File: config.mk
export PLATFORM = sky130hd
export DESIGN_NAME = scl_clk_div
export DESIGN_NICKNAME = d
export VERILOG_FILES = /design/src/rtl/scl_clk_div.sv
export SDC_FILE = /design/constraint.sdc
export NUM_CORES = 1
export LEC_CHECK = 0
export BUFFER_PORTS_ARGS = -buffer_cell sky130_fd_sc_hd__buf_2
export CORE_MARGIN = 5
export CORE_UTILIZATION = 49
export DETAILED_ROUTE_END_ITERATION = 6
export PLACE_DENSITY = 0.67
export SYNTH_ARGS = -nofsm -noshare
export SYNTH_HDL_FRONTEND = slang
export SYNTH_SLANG_ARGS = --single-unit
File: constraint.sdc
create_clock -name clk -period 7.56 [get_ports clk]
set_input_delay 0 -clock clk [delete_from_list [all_inputs] [get_ports clk]]
set_output_delay 0 -clock clk [all_outputs]
set_load 0.02 [all_outputs]
File: src/rtl/scl_clk_div.sv
module scl_clk_div #(
  parameter int PRE_W  = 3,
  parameter int PER_W  = 6,
  parameter int COMP_W = 4,
  parameter int BASE   = 20,
  parameter int STEP   = 8
) (
  input  logic                          clk,
  input  logic                          rst_n,
  input  logic                          run,
  input  logic                          cfg_we,
  input  logic [PRE_W+PER_W+COMP_W-1:0] cfg_wdata,
  input  logic                          scl_in,
  output logic                          scl_out,
  output logic                          tick_int,
  output logic                          tick_fall,
  output logic                          tick_rise
);
  localparam int CFG_W = PRE_W + PER_W + COMP_W;
  localparam int MAXP  = BASE + STEP * ((1 << PER_W) - 1) + (1 << COMP_W) - 1;
  localparam int PW    = $clog2(MAXP + 1);

  typedef enum logic [1:0] {S_IDLE, S_LOW, S_HIGH} ph_t;

  ph_t              ph_q;
  logic [PRE_W-1:0] pre_q;
  logic [PW-1:0]    cnt_q;
  logic [CFG_W-1:0] act_q, pend_q;
  logic             pend_v_q;
  logic             in_low, in_high, stall, last_low, last_high, boundary;
  logic [PW-1:0]    per_len, low_len, high_len;

  function automatic logic [PW-1:0] len_of(input logic [CFG_W-1:0] c);
    return PW'(BASE) + PW'(STEP) * PW'(c[PRE_W +: PER_W]) + PW'(c[PRE_W+PER_W +: COMP_W]);
  endfunction

  assign per_len  = len_of(act_q);
  assign low_len  = (per_len + PW'(1)) >> 1;
  assign high_len = per_len >> 1;

  assign in_low    = (ph_q == S_LOW);
  assign in_high   = (ph_q == S_HIGH);
  assign stall     = in_high && !scl_in;
  assign tick_int  = (ph_q != S_IDLE) && !stall && (pre_q == act_q[PRE_W-1:0]);
  assign last_low  = in_low  && tick_int && (cnt_q == low_len  - PW'(1));
  assign last_high = in_high && tick_int && (cnt_q == high_len - PW'(1));
  assign boundary  = run && ((ph_q == S_IDLE) || last_high);
  assign scl_out   = !in_low;

  always_ff @(posedge clk or negedge rst_n) begin
    if (!rst_n) begin
      ph_q      <= S_IDLE;
      pre_q     <= '0;
      cnt_q     <= '0;
      act_q     <= '0;
      pend_q    <= '0;
      pend_v_q  <= 1'b0;
      tick_fall <= 1'b0;
      tick_rise <= 1'b0;
    end else begin
      tick_fall <= boundary;
      tick_rise <= last_low;
      if (cfg_we) begin
        pend_q   <= cfg_wdata;
        pend_v_q <= 1'b1;
      end else if (boundary) begin
        pend_v_q <= 1'b0;
      end
      if (boundary) begin
        if (pend_v_q) act_q <= pend_q;
        ph_q  <= S_LOW;
        pre_q <= '0;
        cnt_q <= '0;
      end else if (last_low) begin
        ph_q  <= S_HIGH;
        pre_q <= '0;
        cnt_q <= '0;
      end else if (last_high) begin
        ph_q  <= S_IDLE;
        pre_q <= '0;
        cnt_q <= '0;
      end else if (tick_int) begin
        pre_q <= '0;
        cnt_q <= cnt_q + PW'(1);
      end else if (ph_q != S_IDLE && !stall) begin
        pre_q <= pre_q + PRE_W'(1);
      end
    end
  end
endmodule


; ---- Yosys cells after proc, flatten, opt, wreduce, memory -nomap -nowiden
; Index checks and enable logic that the tools add are counted.
[word_totals]
register_bits = 44
inputBits = 18
word_cells = 53
[op_classes]
add_sub_neg = 7
eq_ne = 5
muxes = 14
n_reduce_logical = 19
[op_table]
columns = operator, count
row1 = $mux 10, 4
row2 = $add 10x1->10 const B, 2
row3 = $eq 10x10->1, 2
row4 = $sub 9x1->10 const B, 2
row5 = $mux 3, 5
row6 = $add 10x4->10, 1
row7 = $add 5x9->10 const A, 1
row8 = $logic_and 1x1->1, 8
row9 = $mux 2, 3
row10 = $reduce_bool 5->1, 1
row11 = $reduce_bool 2->1, 2
row12 = $reduce_bool 4->1, 1
row13 = $add 3x1->3 const B, 1
row14 = $eq 3x3->1, 1
row15 = $logic_not 1->1, 3
row16 = $reduce_bool 3->1, 1
row17 = $eq 2x1->1 const B, 1
row18 = $eq 2x2->1 const B, 1
row19 = $logic_not 2->1, 1
row20 = $mux 1, 2
row21 = $reduce_and 2->1, 1
row22 = $logic_or 1x1->1, 1

; ---- Logic depth before layout (Yosys ltp)
; Gate-level depths: netlist of run 1.
[depth]
word_depth = 11
depth_mapped = 13

; ---- Least setup slack after synthesis of run 1
; Ideal clock, no wire load.
[synth_timing]
path_type = flip-flop to flip-flop
start = reg act_q[11]
end = reg cnt_q[9]
arrival_time_ps = 3288
path_slack_ps = 4203
stages_incl_launch_ff = 14
period_less_slack_ps = 3357
path_cell_list = dfrtp_1 > inv_1 > fa_1 > buf_4 > nor2b_1 > nand2b_1 > xor2_1 > and4b_1 > o21ai_1 > o211a_1 > o311a_4 > or3b_1 > buf_6 > nor2_2
[synth_via]
elab_chain_cells = 7
[synth_lines]
columns = item, line_no
row1 = "start, declared", 28  ; logic [CFG_W-1:0] act_q, pend_q;
row2 = "start signal, assigned", 70  ; if (pend_v_q) act_q <= pend_q;
row3 = $add 10x4->10 (*), 34  ; return PW'(BASE) + PW'(STEP) * PW'(c[PRE_W +: PER_W]) + PW'(c[PRE_W+PER_W +: COMP_W]);
row4 = $add 10x1->10 (*), 38  ; assign low_len = (per_len + PW'(1)) >> 1;
row5 = $sub 9x1->10 (*), 45  ; assign last_low = in_low && tick_int && (cnt_q == low_len - PW'(1));
row6 = $eq 10x10->1 (*), 45
row7 = $logic_and 1x1->1 (*), 45
row8 = named net last_low, 30  ; logic in_low, in_high, stall, last_low, last_high, boundary;
row9 = $mux 10, 74  ; end else if (last_low) begin
row10 = $mux 10, 69  ; if (boundary) begin
row11 = "end signal, assigned", 84  ; cnt_q <= cnt_q + PW'(1);
row12 = "end, declared", 27  ; logic [PW-1:0] cnt_q;
; Mark *: on every way through the listed nets, which the timed path passes. The rest lies on a longest branch.
; A chain may end at the register's enable or synchronous reset.

; ---- Worst setup path in the final report of run 1
[layout_timing]
start = reg act_q[11]
end = reg cnt_q[2]
; Same word-level chain as after synthesis.

==> results of run 1 <==
[kinds of logic after synthesis]
family / Yosys count / share of synthesized area, %
AOI/OAI and AO/OA: 39 / 10.4
xor gates and xnor gates: 49 / 15.8
adders and majority gates: 10 / 4.36
buffers and inverters: 28 / 4.93
DFF: 44 / 36.2
muxes: 25 / 9.58
and+or+nand+nor: 94 / 18.8
[registers in the layout, indices dropped and copies added, names as in the netlist]
register and count:
act_q 13, pend_q 13, cnt_q 10, pre_q 3, ph_q 2, pend_v_q 1, tick_fall 1, tick_rise 1
[power by group through the flow]
stage / clock network (W) / logic [W] / registers (W)
6_report: 0.000189 / 0.000821 / 0.000393
5_1_grt: 0.000205 / 0.000914 / 0.000406
4_1_cts: 0.000194 / 0.000825 / 0.000394
3_5_place_dp: 0 / 0.000816 / 0.000399
3_3_place_gp: 0 / 0.000801 / 0.000398
2_1_floorplan: 0 / 0.000735 / 0.000346
[layout by cell type (no fill, tap or decap), types with 4 or more instances in the layout]
cell / Yosys / final
nor2b_1: 4 / 4
and3_1: 4 / 4
xnor2_1: 24 / 24
ha_1: 9 / 9
clkbuf_8: 0 / 6
buf_2: 0 / 21
nand4_1: 8 / 8
mux2_2: 13 / 13
o21ai_0: 4 / 4
mux2_1: 4 / 4
mux2i_1: 4 / 4
nand2_1: 16 / 16
nor2_1: 14 / 14
o22ai_1: 6 / 6
mux2_4: 4 / 4
xor2_1: 20 / 20
inv_1: 13 / 13
dfrtp_1: 44 / 44
nor3_1: 6 / 6
nor2_2: 8 / 8
dlygate4sd3_1: 0 / 15
[through the flow]
step | hold slack [ns] | total power (W)
floorplan | -0.296 | 0.00108
global placement | 0.196 | 0.00120
detailed placement | 0.203 | 0.00122
CTS | 0.0754 | 0.00141
global route | 0.121 | 0.00152
finish | 0.0900 | 0.00140
[cell type report]
cell class                 instances  area, sq um  share of cell area, %
clock buffer                       6         82.6                   2.42
clock inverter                     2         38.8                   1.14
inverter                          13         48.8                   1.43
multi-input combinational        217         1790                   52.5
sequential                        44         1100                   32.3
tap                               75         93.8                   2.75
timing repair buffer              36          255                   7.48
[routing by layer]
layer  up-vias  part of all wire, %  global-route usage, %  wire length [um]
met2        33                   49                   28.4              2950
li1       1076                    -                      -                 -
met1      1066                   47                   22.8              2790
met3         7                  2.8                   2.70               168
met5         -                    0                      0                 0
met4         0                  1.2                   4.67                73
[synthesized netlist by cell type, types with 4 or more instances]
| cell | instances | area, sq um |
|---|---|---|
| dfrtp_1 | 44 | 1100 |
| xnor2_1 | 24 | 210 |
| xor2_1 | 20 | 175 |
| nand2_1 | 16 | 60.1 |
| nor2_1 | 14 | 52.6 |
| inv_1 | 13 | 48.8 |
| mux2_2 | 13 | 146 |
| ha_1 | 9 | 113 |
| clkbuf_1 | 8 | 30.0 |
| nand4_1 | 8 | 50.1 |
| nor2_2 | 8 | 50.1 |
| nor3_1 | 6 | 30.0 |
| o22ai_1 | 6 | 37.5 |
| and3_1 | 4 | 25.0 |
| mux2_1 | 4 | 45.0 |
| mux2_4 | 4 | 60.1 |
| mux2i_1 | 4 | 40.0 |
| nor2b_1 | 4 | 25.0 |
| o21ai_0 | 4 | 20.0 |
[repair_timing]
| item | 4_1_cts | 5_1_grt |
|---|---|---|
| endpoints found under the hold margin | 58 | 0 |
| hold buffers | 15 | 0 |
| endpoints found under the setup margin | 0 | 0 |
[worst max-delay path, stage by stage, from the launching register on]
cell      delay (ns)
dfrtp_1         0.49
inv_1           0.15
fa_1            0.57
nor2b_1         0.22
nand2b_1        0.23
xor2_1          0.38
and4b_1         0.30
o21ai_1         0.11
o211a_1         0.23
o311a_4         0.41
or3b_1          0.56
nor2_2          0.17
[worst min-delay path by stage]
stage,from,slack (ns),endpoint,depth (start not counted)
3_5_place_dp,rst_n,0.20,pend_q[3],1
4_1_cts,scl_in,0.08,pre_q[0],4
6_report,scl_in,0.09,pre_q[0],4
3_3_place_gp,rst_n,0.20,pend_q[3],1
2_1_floorplan,rst_n,-0.30,act_q[0],0
5_1_grt,scl_in,0.12,pre_q[0],4
==> impl_metrics.env, run 1 <==
export IMPL_status="finished clean"
export IMPL_drtIter0Drc=85
export IMPL_required_ns=7.79
export IMPL_rsz0062_at_grt="false"
export IMPL_drv_slew=0
export IMPL_rr_worst_depth=11
export IMPL_cts_sinks=44
export IMPL_dieArea_sq_um=7890
export IMPL_synthArstFlopShare_pct=100
export IMPL_coreArea_sq_um=5990
export IMPL_synth_fp_nets=317
export IMPL_syn_to_final_growth_pct=12.1
export IMPL_clk_latency_ns=0.30
export IMPL_p_per_area_nw_per_um2=411
export IMPL_reg2reg_slack_ns=3.66
export IMPL_pwr_share_clk_pct=13.5
export IMPL_grt_max_degree=45
export IMPL_place_ws_ns=3.68
export IMPL_internal_power_w=0.000776
export IMPL_skew_ns=0.00815
export IMPL_htree_num_levels=2
export IMPL_path_clk_slew_ns=0.08
export IMPL_worst_pin_slew_ns=0.950
export IMPL_cts_resized=0
export IMPL_place_congestion=0.890
export IMPL_setup_viol=0
export IMPL_yosys_warnings=0
export IMPL_endpoint="cnt_q[2]"
export IMPL_cap_violations=0
export IMPL_setup_ws_ns=3.66
export IMPL_finalCritPeriodShare_pct=51.6
export IMPL_seqPwrFrac_pct=28.0
export IMPL_synth_ff_type="dfrtp_1"
export IMPL_utilization_pct=57.0
export IMPL_cts_root_buf="clkbuf_8"
export IMPL_port_buffers=21
export IMPL_place_area_sq_um=3140
export IMPL_grt_pass1_vias=2204
export IMPL_start_util_pct=50.8
export IMPL_syn_avg_cell_area_sq_um=10.5
export IMPL_clk_path_buf_depth=2
export IMPL_post_route_drc_count=0
export IMPL_num_io_pins=22
export IMPL_final_min_clock_period_ns=3.90
export IMPL_numCtsBuffers=5
export IMPL_cp_arrival_ns=4.13
export IMPL_overflow=0
export IMPL_wl_per_cell_um=15.2
export IMPL_dr_pass1_iters=4
export IMPL_synth_area_sq_um=3040
export IMPL_vias_per_cell=5.55
export IMPL_fin_nets=345
export IMPL_timing_rr_end="cnt_q[2]"
export IMPL_stdcell_area_sq_um=3410
export IMPL_ys_types=69
export IMPL_slew_headroom_pct=36.7
export IMPL_ys_seq_area_share_pct=36.2
export IMPL_path_max_fanout=8
export IMPL_hold_viol=0
export IMPL_rows=28
export IMPL_p_sw_share_pct=44.7
export IMPL_fillCellCount=519
export IMPL_criticalPathCategory="reg -> reg"
export IMPL_comb_power_share_pct=58.5
export IMPL_instances_no_fill=393
export IMPL_startpoint_type="register"
export IMPL_drive_gt1_share_pct=21.1
export IMPL_post_cts_buffers=0
export IMPL_worstHoldPathType="in -> reg"
export IMPL_fp_dieW_um=88.8
export IMPL_power_switching_w=0.000627
export IMPL_ir_drop_mv=0.226
export IMPL_antenna_found_initial=0
export IMPL_setup_tns_ns=0
export IMPL_syn_instance_count=289
export IMPL_ys_seq_elements=44
export IMPL_routed_wl_mm=5.98
export IMPL_leakagePower_nw=1.48
export IMPL_dp_cells=370
export IMPL_cts_tree="done"
export IMPL_endpoint_kind="register"
export IMPL_grt_pass1_wl_mm=10.4
export IMPL_cp_startpoint="act_q[11]"
export IMPL_r2r_start="act_q[11]"
export IMPL_dp_hpwl_mm=4.63
export IMPL_antenna_cells=0
export IMPL_synth_edff_count=0
export IMPL_vias=2182
export IMPL_antenna_left=0
export IMPL_max_clock_freq_ghz=0.256
export IMPL_grt_usage_pct=17.0
export IMPL_dieHeight_um=88.8
Note: power is estimated with default switching activity, not from simulation.
==> run 2: changes to the inputs <==
--- a/config.mk
+++ b/config.mk
@@ -9,7 +9,7 @@
 export CORE_MARGIN = 5
 export CORE_UTILIZATION = 49
 export DETAILED_ROUTE_END_ITERATION = 6
-export PLACE_DENSITY = 0.67
+export PLACE_DENSITY = 0.7
 export SYNTH_ARGS = -nofsm -noshare
 export SYNTH_HDL_FRONTEND = slang
 export SYNTH_SLANG_ARGS = --single-unit
==> constraint.sdc (replaced) <==
create_clock -name clk -period 3.3 [get_ports clk]
set_input_delay 0 -clock clk [delete_from_list [all_inputs] [get_ports clk]]
set_output_delay 0 -clock clk [all_outputs]
set_load 0.02 [all_outputs]
==> run 2 against run 1 <==
Global-route usage increased by 0.52 points. Register-to-register slack got worse by 3.6 ns. Via count is 4.9% higher. Sequential cell count is the same. Critical path depth unchanged. Cell area increased by 9.8%. First-iteration DRC count rose by 19%. Combinational power increased to 3.0 times the previous value. Core utilization increased by 5.6 points. Total power increased to 2.6 times the previous value. Critical path type unchanged. Critical endpoint is now act_q[0]. Highest routed layer unchanged.
==> impl_metrics.env, run 2 (synthesis results as in run 1) <==
export IMPL_final_common_cell="dfrtp_1"
export IMPL_design_power_total_w=0.00367
export IMPL_path_max_fanout=5
export IMPL_vias=2288
export IMPL_setup_tns_ns=0
export IMPL_cts_tree="done"
export IMPL_antenna_left=0
export IMPL_ir_drop_mv=0.677
export IMPL_grt_pass1_vias=2273
export IMPL_syn_to_final_growth_pct=23.1
export IMPL_reg2reg_slack_ns=0.08
export IMPL_setup_viol=0
export IMPL_routed_wl_mm=6.57
export IMPL_top_regs="act_q x13, pend_q x13, cnt_q x10"
export IMPL_clk_latency_ns=0.30
export IMPL_max_clock_freq_ghz=0.311
export IMPL_endpoint_kind="register"
export IMPL_dp_cells=395
export IMPL_startpoint_type="register"
export IMPL_worstHoldPathType="in -> reg"
export IMPL_fin_nets=376
export IMPL_cts_root_buf="clkbuf_8"
export IMPL_fp_dieW_um=88.8
export IMPL_place_congestion=0.840
export IMPL_cp_arrival_ns=3.40
export IMPL_multi_input_area_sq_um=1920
export IMPL_cp_slowest_cell="or4b_4"
export IMPL_port_buffers=21
export IMPL_htree_num_levels=2
export IMPL_cp_num_buf_inv=2
export IMPL_rows=28
export IMPL_path_clk_slew_ns=0.09
export IMPL_dieArea_sq_um=7890
export IMPL_overflow=0
export IMPL_status="finished clean"
export IMPL_num_io_pins=22
export IMPL_final_cell_mix="43 x dfrtp_1, 28 x buf_4, 22 x xnor2_1"
export IMPL_dp_hpwl_mm=4.76
export IMPL_dieHeight_um=88.8
export IMPL_slew_headroom_pct=37.4
export IMPL_numCtsBuffers=5
export IMPL_grt_pass1_wl_mm=10.7
export IMPL_place_ws_ns=-0.0103
export IMPL_post_route_drc_count=0
export IMPL_dr_pass1_iters=4
export IMPL_antenna_cells=0
export IMPL_setup_ws_ns=0.0836
export IMPL_required_ns=3.48
export IMPL_seq_area_sq_um=1100
export IMPL_crit_family="simple AND/OR/NAND/NOR gates"
export IMPL_coreArea_sq_um=5990
export IMPL_clk_path_buf_depth=2
export IMPL_antenna_found_initial=0
export IMPL_leakagePower_nw=1.65
export IMPL_instances_no_fill=424
export IMPL_cts_sinks=44
export IMPL_drv_slew=0
export IMPL_skew_ns=0.00903
export IMPL_finalCritPeriodShare_pct=97.5
export IMPL_grt_usage_pct=17.5
export IMPL_p_per_area_nw_per_um2=980
export IMPL_drive_gt1_share_pct=34.7
export IMPL_final_min_clock_period_ns=3.22
export IMPL_slowest_delay_ns=0.54
export IMPL_fillCellCount=467
export IMPL_rsz0062_at_grt="true"
export IMPL_hold_viol=0
export IMPL_drtIter0Drc=101
export IMPL_wl_per_cell_um=15.5
export IMPL_path_cells="inv_2, fa_2, nor2b_4, nor3_4, xor2_2, buf_4, or4b_4, a211oi_4, o21a_2, and2_4, mux2_1"
export IMPL_criticalPathCategory="reg -> reg"
export IMPL_vias_per_cell=5.40
export IMPL_grt_max_degree=45
export IMPL_worst_pin_slew_ns=0.939
export IMPL_start_util_pct=50.8
export IMPL_cap_violations=0
==> run 2: cell type report <==
| type | instances | area share, % |
|---|---|---|
| multi-input combinational | 218 | 51.3 |
| sequential | 44 | 29.4 |
| timing repair buffer | 66 | 13.1 |
| tap | 75 | 2.51 |
| clock buffer | 6 | 1.94 |
| inverter | 13 | 1.30 |
| clock inverter | 2 | 0.434 |
==> run 2: stage by stage <==
stage / cell area, sq um / hold slack, ns / util, %
after floorplan: 3050 / -0.296 / -
after global placement: 3340 / 0.191 / 55.7
after detailed placement: 3340 / 0.205 / 55.7
after CTS: 3570 / 0.0818 / 59.7
after global routing: 3750 / 0.117 / 62.5
final: 3750 / 0.0833 / 62.5
==> run 2: final timing paths <==
kind / from / to / depth (start not counted)
max in group asynchronous: rst_n / act_q[11] / 2
min in group asynchronous: rst_n / pend_q[3] / 2
max reg2reg: act_q[3] / act_q[0] / 11
max: act_q[3] / act_q[0] / 11
min: scl_in / pre_q[0] / 4
min reg2reg: pend_q[8] / act_q[8] / 1
==> run 2: routing by layer <==
layer | routed length (um) | vias up | share of wire (%) | global-route usage (%)
li1 | - | 1139 | - | -
met1 | 2890 | 1104 | 44 | 21.9
met2 | 3350 | 35 | 51 | 30.6
met3 | 191 | 10 | 2.9 | 3.07
met4 | 131 | 0 | 2.0 | 5.63
met5 | 0 | - | 0 | 0
==> run 2: power by group <==
part | switching [W] | total, W | leakage, nW | internal (W)
Sequential | 0.000188 | 0.000873 | 0.541 | 0.000685
Combinational | 0.00125 | 0.00246 | 1.07 | 0.00121
Clock | 0.000186 | 0.000337 | 0.0414 | 0.000151
==> run 2: repair_timing <==
action / CTS / global route
resized for setup: 2 / 30
endpoints found under the setup margin: 15 / 23
gates cloned: 0 / 1
hold buffers: 14 / 0
pin swaps: 1 / 9
hold endpoints to repair: 57 / 0
buffers inserted: 0 / 7
==> run 2: worst min-delay path: stages <==
cell and delay [ns]:
buf_2 0.07, a21oi_1 0.12, nand2_1 0.09, a21oi_1 0.06
==> run 3: changes to the inputs <==
--- a/config.mk
+++ b/config.mk
@@ -9,7 +9,7 @@
 export CORE_MARGIN = 5
 export CORE_UTILIZATION = 49
 export DETAILED_ROUTE_END_ITERATION = 6
-export PLACE_DENSITY = 0.7
+export PLACE_DENSITY = 0.71
 export SYNTH_ARGS = -nofsm -noshare
 export SYNTH_HDL_FRONTEND = slang
 export SYNTH_SLANG_ARGS = --single-unit
==> run 3 against run 2 <==
Die area stayed put. Via count is 4.4% higher. Critical path depth is 1 higher.
==> impl_metrics.env, run 3 (synthesis results as in run 1) <==
export IMPL_setup_tns_ns=0
export IMPL_status="finished clean"
export IMPL_wl_per_cell_um=16.3
export IMPL_vias=2388
export IMPL_routed_wl_mm=6.98
export IMPL_final_common_cell="dfrtp_1"
export IMPL_grt_max_degree=45
export IMPL_start_util_pct=50.8
export IMPL_fp_dieW_um=88.8
export IMPL_skew_ns=0.00566
export IMPL_r2r_start="act_q[3]"
export IMPL_finalCritPeriodShare_pct=99.0
export IMPL_grt_pass1_vias=2372
export IMPL_required_ns=3.48
export IMPL_drive_gt1_share_pct=37.7
export IMPL_grt_usage_pct=18.4
export IMPL_num_io_pins=22
export IMPL_cts_root_buf="clkbuf_8"
export IMPL_clk_latency_ns=0.29
export IMPL_dieHeight_um=88.8
export IMPL_p_per_area_nw_per_um2=1010
export IMPL_max_clock_freq_ghz=0.306
export IMPL_instances_no_fill=428
export IMPL_final_cell_mix="43 x dfrtp_1, 31 x buf_4, 22 x xnor2_1"
export IMPL_drv_slew=0
export IMPL_antenna_cells=0
export IMPL_cts_sinks=44
export IMPL_fin_nets=380
export IMPL_criticalPathCategory="reg -> reg"
export IMPL_whs_ns=0.104
export IMPL_place_area_sq_um=3340
export IMPL_hold_viol=0
export IMPL_stdcell_area_sq_um=3850
export IMPL_antenna_found_initial=0
export IMPL_post_route_drc_count=0
export IMPL_final_min_clock_period_ns=3.27
export IMPL_path_clk_slew_ns=0.08
export IMPL_rows=28
export IMPL_antenna_left=0
export IMPL_numCtsBuffers=5
export IMPL_cp_arrival_ns=3.44
export IMPL_dp_hpwl_mm=4.78
export IMPL_dieArea_sq_um=7890
export IMPL_overflow=0
export IMPL_design_power_total_w=0.00388
export IMPL_grt_pass1_wl_mm=11.4
export IMPL_worstHoldPathCells=4
export IMPL_reg2reg_slack_ns=0.03
export IMPL_worstHoldPathType="in -> reg"
export IMPL_vias_per_cell=5.58
export IMPL_path_max_fanout=5
export IMPL_leakagePower_nw=1.69
export IMPL_setup_viol=0
export IMPL_top_regs="act_q x13, pend_q x13, cnt_q x10"
export IMPL_clk_path_buf_depth=2
export IMPL_rr_worst_depth=12
export IMPL_syn_to_final_growth_pct=26.4
export IMPL_dr_pass1_iters=4
export IMPL_endpoint_kind="register"
export IMPL_drtIter0Drc=82
export IMPL_place_congestion=0.837
export IMPL_worst_pin_slew_ns=0.951
export IMPL_port_buffers=21
export IMPL_rsz0062_at_grt="true"
export IMPL_timing_rr_end="act_q[8]"
export IMPL_cts_tree="done"
export IMPL_dp_cells=395
export IMPL_coreArea_sq_um=5990
export IMPL_slew_headroom_pct=36.6
export IMPL_holdPathEnd="pre_q[0]"
export IMPL_ir_drop_mv=0.578
export IMPL_hold_start="scl_in"
export IMPL_cap_violations=0
export IMPL_startpoint_type="register"
export IMPL_htree_num_levels=2
## run 3: cell count changes in the layout (fill, tap and decap cells not counted), moves of 2 or more
cell,before,now
buf_4,28,31
a311oi_1,2,0
a311oi_2,0,2
nor2b_2,0,2
or3_1,2,0
or3_4,0,2
## run 3: where the power goes
group          total, W  leakage, nW  switching (W)  internal, W
clock network  0.000432       0.0614       0.000184     0.000248
logic           0.00257         1.09        0.00131      0.00126
registers      0.000873        0.541       0.000188     0.000685
total           0.00388         1.69        0.00168      0.00220
## run 3: per-stage QoR
step	setup WS, ns	util (%)
after floorplan	0.0428	-
after global placement	0.0314	55.7
after detailed placement	-0.109	55.7
after CTS	0.00649	61.4
after global routing	-0.135	64.2
final	0.0345	64.2
## run 3: critical path: stages, from the launching register on
cell	delay, ns
dfrtp_1	0.38
buf_4	0.14
ha_4	0.25
a211oi_4	0.25
buf_6	0.16
nor2_2	0.05
and3_1	0.20
xnor2_1	0.16
or4b_4	0.55
a211oi_4	0.30
o21a_2	0.19
and2_4	0.20
mux2_1	0.33
## run 3: cell type report
class                           instances  area (sq um)
Clock buffer                            6          82.6
Tap cell                               75          93.8
Multi-Input combinational cell        218          1960
Sequential cell                        44          1100
Timing Repair Buffer                   70           523
Inverter                               13          48.8
Fill cell                             433          2140
Clock inverter                          2          38.8
## run 3: worst max path at each step
stage	from	endpoint
floorplan	act_q[11]	cnt_q[9]
global placement	act_q[3]	act_q[1]
detailed placement	act_q[3]	act_q[0]
CTS	act_q[3]	cnt_q[6]
global route	act_q[12]	cnt_q[7]
finish	act_q[3]	act_q[8]
## run 3: repair_timing
item                                   CTS  global route
buffers inserted                         4             7
gates cloned                             1             0
hold buffers                            14             0
pin swaps                                4            15
setup endpoints to repair               16            26
gates resized for setup                  6            32
endpoints found under the hold margin   57             0
## run 3: metal layers
layer	wire, um	part of all wire [%]	up-vias	track usage, %
met2	3720	53	45	33.5
met4	116	1.7	0	4.95
met5	0	0	-	0
met3	155	2.2	10	2.14
li1	-	-	1143	-
met1	2990	43	1190	22.9
